`src/rtl/alu_pkg.sv`:
```
package alu_pkg;
  typedef enum logic [1:0] {
    SEL_AND = 2'b00,
    SEL_OR  = 2'b01,
    SEL_SUM = 2'b10,
    SEL_SLT = 2'b11
  } alu_sel_e;

  localparam logic [1:0] CLS_MEM = 2'b00;
  localparam logic [1:0] CLS_BR  = 2'b01;
  localparam logic [1:0] CLS_FN  = 2'b10;

  localparam logic [5:0] FN_ADD = 6'b100000;
  localparam logic [5:0] FN_SUB = 6'b100010;
  localparam logic [5:0] FN_AND = 6'b100100;
  localparam logic [5:0] FN_OR  = 6'b100101;
  localparam logic [5:0] FN_SLT = 6'b101010;
endpackage

```
`src/rtl/alu_fn_dec.sv`:
```
module alu_fn_dec
  import alu_pkg::*;
(
  input  logic [1:0] alu_op_i,
  input  logic [5:0] funct_i,
  output logic       b_inv_o,
  output alu_sel_e   sel_o
);
  always_comb begin
    b_inv_o = 1'b0;
    sel_o   = SEL_SUM;
    case (alu_op_i)
      CLS_MEM: ;
      CLS_BR:  b_inv_o = 1'b1;
      CLS_FN: begin
        case (funct_i)
          FN_SUB: b_inv_o = 1'b1;
          FN_AND: sel_o = SEL_AND;
          FN_OR:  sel_o = SEL_OR;
          FN_SLT: begin
            b_inv_o = 1'b1;
            sel_o   = SEL_SLT;
          end
          default: ;  // FN_ADD and unknown codes: add
        endcase
      end
      default: ;  // class 11: add
    endcase
  end
endmodule

```
`src/rtl/alu_addsub.sv`:
```
module alu_addsub #(
  parameter int WIDTH = 32
) (
  input  logic [WIDTH-1:0] a_i,
  input  logic [WIDTH-1:0] bx_i,
  input  logic             cin_i,
  output logic [WIDTH-1:0] sum_o,
  output logic             less_o
);
  logic ovf;

  assign sum_o  = a_i + bx_i + {{(WIDTH-1){1'b0}}, cin_i};
  // signed overflow: equal operand signs, differing sum sign
  assign ovf    = (a_i[WIDTH-1] == bx_i[WIDTH-1]) && (sum_o[WIDTH-1] != a_i[WIDTH-1]);
  assign less_o = sum_o[WIDTH-1] ^ ovf;
endmodule

```
`src/rtl/alu_core.sv`:
```
module alu_core
  import alu_pkg::*;
#(
  parameter int WIDTH = 32
) (
  input  logic [WIDTH-1:0] a_i,
  input  logic [WIDTH-1:0] b_i,
  input  logic             b_inv_i,
  input  alu_sel_e         sel_i,
  output logic [WIDTH-1:0] result_o,
  output logic             zero_o
);
  logic [WIDTH-1:0] and_v, or_v, bx, sum;
  logic             less;

  for (genvar i = 0; i < WIDTH; i++) begin : g_slice
    assign and_v[i] = a_i[i] & b_i[i];
    assign or_v[i]  = a_i[i] | b_i[i];
    assign bx[i]    = b_i[i] ^ b_inv_i;
  end

  alu_addsub #(.WIDTH(WIDTH)) addsub_i (
    .a_i   (a_i),
    .bx_i  (bx),
    .cin_i (b_inv_i),
    .sum_o (sum),
    .less_o(less)
  );

  always_comb begin
    case (sel_i)
      SEL_AND: result_o = and_v;
      SEL_OR:  result_o = or_v;
      SEL_SUM: result_o = sum;
      default: result_o = {{(WIDTH-1){1'b0}}, less};
    endcase
  end

  assign zero_o = ~|result_o;
endmodule

```
`src/rtl/alu_unit.sv`:
```
module alu_unit
  import alu_pkg::*;
#(
  parameter int WIDTH = 32
) (
  input  logic [1:0]       alu_op_i,
  input  logic [5:0]       funct_i,
  input  logic [WIDTH-1:0] a_i,
  input  logic [WIDTH-1:0] b_i,
  output logic [WIDTH-1:0] result_o,
  output logic             zero_o,
  output logic             b_invert_o,
  output logic [1:0]       op_sel_o
);
  alu_sel_e sel;
  logic     b_inv;

  alu_fn_dec dec_i (
    .alu_op_i(alu_op_i),
    .funct_i (funct_i),
    .b_inv_o (b_inv),
    .sel_o   (sel)
  );

  alu_core #(.WIDTH(WIDTH)) core_i (
    .a_i     (a_i),
    .b_i     (b_i),
    .b_inv_i (b_inv),
    .sel_i   (sel),
    .result_o(result_o),
    .zero_o  (zero_o)
  );

  assign b_invert_o = b_inv;
  assign op_sel_o   = sel;
endmodule

```
`config.mk`:
```
export PLATFORM = sky130hd
export DESIGN_NAME = alu_unit
export DESIGN_NICKNAME = d
export VERILOG_FILES = /design/src/rtl/alu_pkg.sv /design/src/rtl/alu_fn_dec.sv /design/src/rtl/alu_addsub.sv /design/src/rtl/alu_core.sv /design/src/rtl/alu_unit.sv
export SDC_FILE = /design/constraint.sdc
export NUM_CORES = 1
export LEC_CHECK = 0
export BUFFER_PORTS_ARGS = -buffer_cell sky130_fd_sc_hd__clkbuf_2
export CORE_MARGIN = 2
export CORE_UTILIZATION = 47
export DETAILED_ROUTE_END_ITERATION = 6
export GPL_TIMING_DRIVEN = 0
export PLACE_DENSITY = 0.82
export SLEW_MARGIN = 20
export SYNTH_ARGS = -nofsm -noshare
export SYNTH_HDL_FRONTEND = slang
export SYNTH_SLANG_ARGS = --single-unit
```
`constraint.sdc`:
```
create_clock -name vclk -period 7.1
set_input_delay 1.065 -clock vclk [all_inputs]
set_output_delay 1.065 -clock vclk [all_outputs]
set_load 0.02 [all_outputs]
```
# Word level (Yosys, flattened, before mapping)
# Index checks and enable logic that the tools add are counted.
[totals] regBits=0 inputBits=72 out_inout_bits=36 word_cells=119
[classes] add_sub_neg=2 n_eq_ne=10 muxes=5 bitwise=97 n_reduce_logical=5
[ops] cell="case mux 32 bit (3 select lines)" count=1
[ops] cell="XOR 1 bit" count=33
[ops] cell="adder 32 x 1 -> 32 bit" count=1
[ops] cell="adder 32 bit" count=1
[ops] cell="AND 1 bit" count=32
[ops] cell="bitwise OR 1 bit" count=32
[ops] cell="OR reduction 32 bit" count=1
[ops] cell="== test 6 bit, second input constant" count=4
[ops] cell="case mux 2 bit (3 select lines)" count=1
[ops] cell="== test 2 x 1 -> 1 bit, second input constant" count=2
[ops] cell="== test 2 bit, second input constant" count=2
[ops] cell="logical NOT 2 bit" count=1
[ops] cell="two-way mux 2 bit" count=1
[ops] cell="case mux 1 bit (2 select lines)" count=1
[ops] cell="OR reduction 2 bit" count=1
[ops] cell="== test 1 bit" count=1
[ops] cell="logical AND 1 bit" count=1
[ops] cell="logical NOT 1 bit" count=1
[ops] cell="two-way mux 1 bit" count=1
[ops] cell="inequality test 1 bit" count=1

# Depth between registers and ports, before layout
[logic_depth] depth_word=13 ltp_mapped=18 mapped_depth_nobuf=17

# Cells and area by module
# From an unflattened synthesis, not the netlist that was laid out.
[hier_totals] cells_unflattened=407 area_unflattened_um2=3052.9
[modules_own_cells] module="alu_addsub" instances=1 cells_per_inst=267 area_each_um2=1863.0 seq_area_each_um2=0.0
[modules_own_cells] module="alu_core" instances=1 cells_per_inst=128 area_each_um2=1073.5 seq_area_each_um2=0.0
[modules_own_cells] module="alu_fn_dec" instances=1 cells_per_inst=12 area_each_um2=116.4 seq_area_each_um2=0.0

# Worst setup path before layout
# Ideal clock, no wire load.
[synth_timing] kind="input-to-output" from="input alu_op_i[0]" to="output zero_o" arrival_time_ns=5.475 required_ns=6.035 slack_ns=0.560 path_stages=18 path_buffers=1 cell_sequence="inv_1 -> ha_1 -> and4bb_1 -> a21oi_2 -> clkbuf_1 -> xnor2_1 -> inv_1 -> fa_1 -> nand2b_1 -> a211oi_1 -> o211a_1 -> o21a_1 -> o221ai_1 -> a21o_1 -> a32o_1 -> a2111oi_0 -> nand4_1 -> nor4_2"
[synth_via] elab_cells_between_ends=48 cone_classes="add/sub: 2; eq/ne: 6; mux: 3; bitwise: 33; reduce/logical: 4"
[synth_lines] element="start: declaration" line_no="alu_unit.sv:6" rtl="input logic [1:0] alu_op_i,"
[synth_lines] element="== test 2 bit / == test 2 x 1 -> 1 bit (equally long branches)" line_no="alu_fn_dec.sv:12" rtl="case (alu_op_i)"
[synth_lines] element="case mux 1 bit (2 select lines)" line_no="alu_fn_dec.sv:12"
[synth_lines] element="XOR 1 bit" line_no="alu_core.sv:19" rtl="assign bx[i] = b_i[i] ^ b_inv_i;"
[synth_lines] element="adder 32 bit" line_no="alu_addsub.sv:12" rtl="assign sum_o = a_i + bx_i + {{(WIDTH-1){1'b0}}, cin_i};"
[synth_lines] element="adder 32 x 1 -> 32 bit" line_no="alu_addsub.sv:12"
[synth_lines] element="case mux 32 bit (3 select lines) (*)" line_no="alu_core.sv:31" rtl="case (sel_i)"
[synth_lines] element="net result_o[18]" line_no="alu_unit.sv:10" rtl="output logic [WIDTH-1:0] result_o,"
[synth_lines] element="OR reduction 32 bit (*)" line_no="alu_core.sv:39" rtl="assign zero_o = ~|result_o;"
[synth_lines] element="logical NOT 1 bit (*)" line_no="alu_core.sv:39"
[synth_lines] element="end: declaration" line_no="alu_unit.sv:11" rtl="output logic zero_o,"
# The timed path passes the listed nets; every way through them passes the cells marked *.

# Worst setup path after layout
[layout_timing] from="input alu_op_i[0]" to="output zero_o"
[layout_via] elab_chain_cells=11 elab_cells_between_ends=48 cone_classes="add/sub: 2; eq/ne: 6; mux: 3; bitwise: 33; reduce/logical: 4"
[layout_lines] element="== test 2 bit / == test 2 x 1 -> 1 bit (equally long branches)" line_no="alu_fn_dec.sv:12"
[layout_lines] element="case mux 1 bit (2 select lines)" line_no="alu_fn_dec.sv:12"
[layout_lines] element="XOR 1 bit" line_no="alu_core.sv:19"
[layout_lines] element="adder 32 bit" line_no="alu_addsub.sv:12"
[layout_lines] element="adder 32 x 1 -> 32 bit" line_no="alu_addsub.sv:12"
[layout_lines] element="inequality test 1 bit" line_no="alu_addsub.sv:14" rtl="assign ovf = (a_i[WIDTH-1] == bx_i[WIDTH-1]) && (sum_o[WIDTH-1] != a_i[WIDTH-1]);"
[layout_lines] element="logical AND 1 bit" line_no="alu_addsub.sv:14"
[layout_lines] element="XOR 1 bit" line_no="alu_addsub.sv:15" rtl="assign less_o = sum_o[WIDTH-1] ^ ovf;"
[layout_lines] element="case mux 32 bit (3 select lines) (*)" line_no="alu_core.sv:31"
[layout_lines] element="OR reduction 32 bit (*)" line_no="alu_core.sv:39"
[layout_lines] element="logical NOT 1 bit (*)" line_no="alu_core.sv:39"
# Every way passes the cells marked *; elsewhere a longest branch is shown, timed or not.

==> run summary <==
==================================================================================
Run status                                                            complete, but fails checks
Failing checks                                                                 DRC
Worst-case vdd ir drop                                                     76.1 uV
Cell leakage power                                                      0.00174 uW
Count of inserted antenna diode cells                                            0
Endpoints failing setup                                                          0
Arrival time reported for the critical path endpoint                       5.87 ns
Fraction of layout cells with a size suffix above 1                          21.5%
Leading area contributor after synthesis                                      ha_1
Sequential area share after synthesis                                           0%
Seq cells                                                                        0
Number of placement rows                                                        29
Critical hold path startpoint                                               a_i[2]
Area after DPL                                                            3790 um2
Clock share of power                                                            0%
Worst Setup Slack post-DPL                                               -0.457 ns
Final count of hold timing violations                                            0
Average wire per cell in the routed design                                 18.2 um
Share of power burned in registers                                              0%
Iteration-0 DRC count of the detailed router                                   324
Half-perimeter wire length after placement                                 9560 um
Initial antenna violation count                                                  0
Count of maximum capacitance violations                                          0
Final Routed Wirelength                                                   11900 um
Sum of negative setup slack                                                   0 ns
Initial standard-cell utilization of the core                                49.1%
Via count of the first global-routing pass                                    3987
GP Congestion                                                                0.966
Via total after detailed routing                                              4192
Final routed DRC violation total                                                 1
Worst slack on hold paths                                                  2.60 ns
Net Switching                                                               359 uW
Power Internal                                                              217 uW
Clk_buf instances                                                                0
Top cells by instance count after synthesis                           58 x nand2_1, 44 x a21oi_1, 44 x xnor2_1
Area growth from synthesis to final layout                                   21.0%
Path type of the worst min-delay path                                       in2out
Top cell type's share of synthesized area                                    15.1%
Gr ovfl total                                                                    0
Remaining number of nets flagged by the antenna check after routing              0
Vias per cell                                                                 6.40
CP startpoint kind                                                      input port
Source of the critical timing path                                     alu_op_i[0]
Storage element area                                                         0 um2
Final slew viol count                                                            0
Data required time of the worst path                                       6.03 ns
Placed cells                                                                   655
Pre-antenna DRT Iters                                                            7
Post-route non-filler standard cell count                                      655
Fraction of power spent switching nets                                       62.3%
Maximum achievable frequency                                             0.144 GHz
Post-synth design cell area                                               3150 um2
Power per Cell Area                                                     151 nW/um2
Number of instances in the synthesized netlist                                 470
Boundary pin count                                                             108
Total of buffers placed on input and output ports                              108
Post-route cell area                                                      3810 um2
Total nets after synthesis                                                     581
Setup Crit Path Kind                                                        in2out
Post-CTS repair timing setup buffer count                                        0
Fin worst setup slack                                                     0.166 ns
Wire length of the first global-routing pass                              18700 um
Die footprint                                                             7380 um2
Pin count of the biggest net entering global routing                            11
Slew margin rel.                                                             52.8%
Share of power burned in combinational logic                                100.0%
Most numerous cell in the Yosys netlist                                    nand2_1
Critical path peak fanout                                                       10
Final clock period utilization by the worst path                             97.7%
Height of the chip                                                         85.9 um
Crit path time final                                                       6.93 ns
Per-instance average area after synthesis                                 6.71 um2
Tot GR Track Use                                                             30.9%
Net total in the final layout                                                  691
Worst slew pin tran                                                       0.708 ns
Yosys warns                                                                      0
RSZ-0062 raised after global routing                                            no
Leading cell types by total area after synthesis                      ha_1 15%, xnor2_1 12%, a21oi_1 7.0%
Endpoint class of the critical path                                   primary output
Count of different cell masters after synthesis                                 64
Core outline area                                                         6420 um2
Die X                                                                      85.9 um
==================================================================================
layer usage:
layer / up-vias / GRT usage [%] / routed length, um
li1: 1975 / - / -
met1: 1943 / 39.4 / 4970
met2: 248 / 53.7 / 5560
met3: 26 / 3.56 / 1030
met4: 0 / 10.4 / 344
met5: - / 0 / 0
layout by cell type (no fill, tap or decap), types with 3 or more instances in the layout:
cell type and count:
nand4_1 9, nor3b_1 3, o31ai_1 3, clkbuf_1 12, a21oi_1 44, a21boi_0 3
nor3_1 10, a311oi_1 3, ha_1 38, o32ai_1 4, a22o_1 4, clkbuf_2 109
buf_1 3, and3_1 5, o21ai_0 34, nand2b_1 4, or3_1 3, nor2b_1 4
a32o_1 3, maj3_1 22, a221oi_1 3, a211oi_1 5, or4_1 3, xnor2_1 44
xor2_1 9, a21o_1 7, nor2_1 34, nand2_1 58, nand3_1 13, inv_1 21
a211o_1 4, o21bai_1 4, nor4_1 6
cell type report:
cell class / count / area (um2)
multi-input combinational: 429 / 3010
fill: 624 / 2610
timing repair buffer: 108 / 541
tap: 77 / 96.3
buffer: 20 / 86.3
inverter: 21 / 78.8
kinds of logic (layout without fill, tap and decap cells):
logic type / Yosys count / count (layout) / synth area share (%)
muxes: 1 / 1 / 0.317
buffers and inverters: 41 / 149 / 5.04
adders and majority gates: 61 / 61 / 22.7
and+or+nand+nor: 162 / 162 / 25.2
xor gates and xnor gates: 53 / 53 / 14.7
AOI/OAI and AO/OA: 152 / 152 / 32.0
what timing repair did:
| item | 4_1_cts | 5_1_grt |
|---|---|---|
| hold buffers | 0 | 0 |
| gates resized for setup | 5 | 5 |
| hold endpoints to repair | 0 | 0 |
| pin swaps | 0 | 0 |
| endpoints found under the setup margin | 1 | 1 |
through the flow:
stage	total power [uW]	utilization [%]
after CTS	560	59.2
after global routing	619	59.4
after detailed placement	556	59.0
after global placement	551	59.0
final	576	59.4
after floorplan	389	-
final timing paths:
check,to,cells past startpoint,slack [ns]
worst max-delay path,zero_o,20,0.17
worst min-delay path,result_o[2],4,2.60
power by group through the flow:
stage	clock (uW)	sequential, uW	combinational, uW
floorplan	0	0	389
finish	0	0	576
global route	0	0	619
CTS	0	0	560
global placement	0	0	551
detailed placement	0	0	556
critical path: stages:
cell       delay, ns
clkbuf_2        0.10
inv_1           0.04
ha_1            0.29
and4bb_1        0.22
a21oi_4         0.29
buf_4           0.31
xnor2_1         0.19
inv_1           0.09
fa_1            0.43
nand2b_1        0.20
a211oi_2        0.36
o211a_1         0.26
o21a_1          0.25
o221ai_1        0.16
a21o_1          0.22
a32o_1          0.29
a2111oi_2       0.42
nand4_1         0.22
nor4_2          0.24
clkbuf_2        0.20
Note: power is estimated with default switching activity, not from simulation.
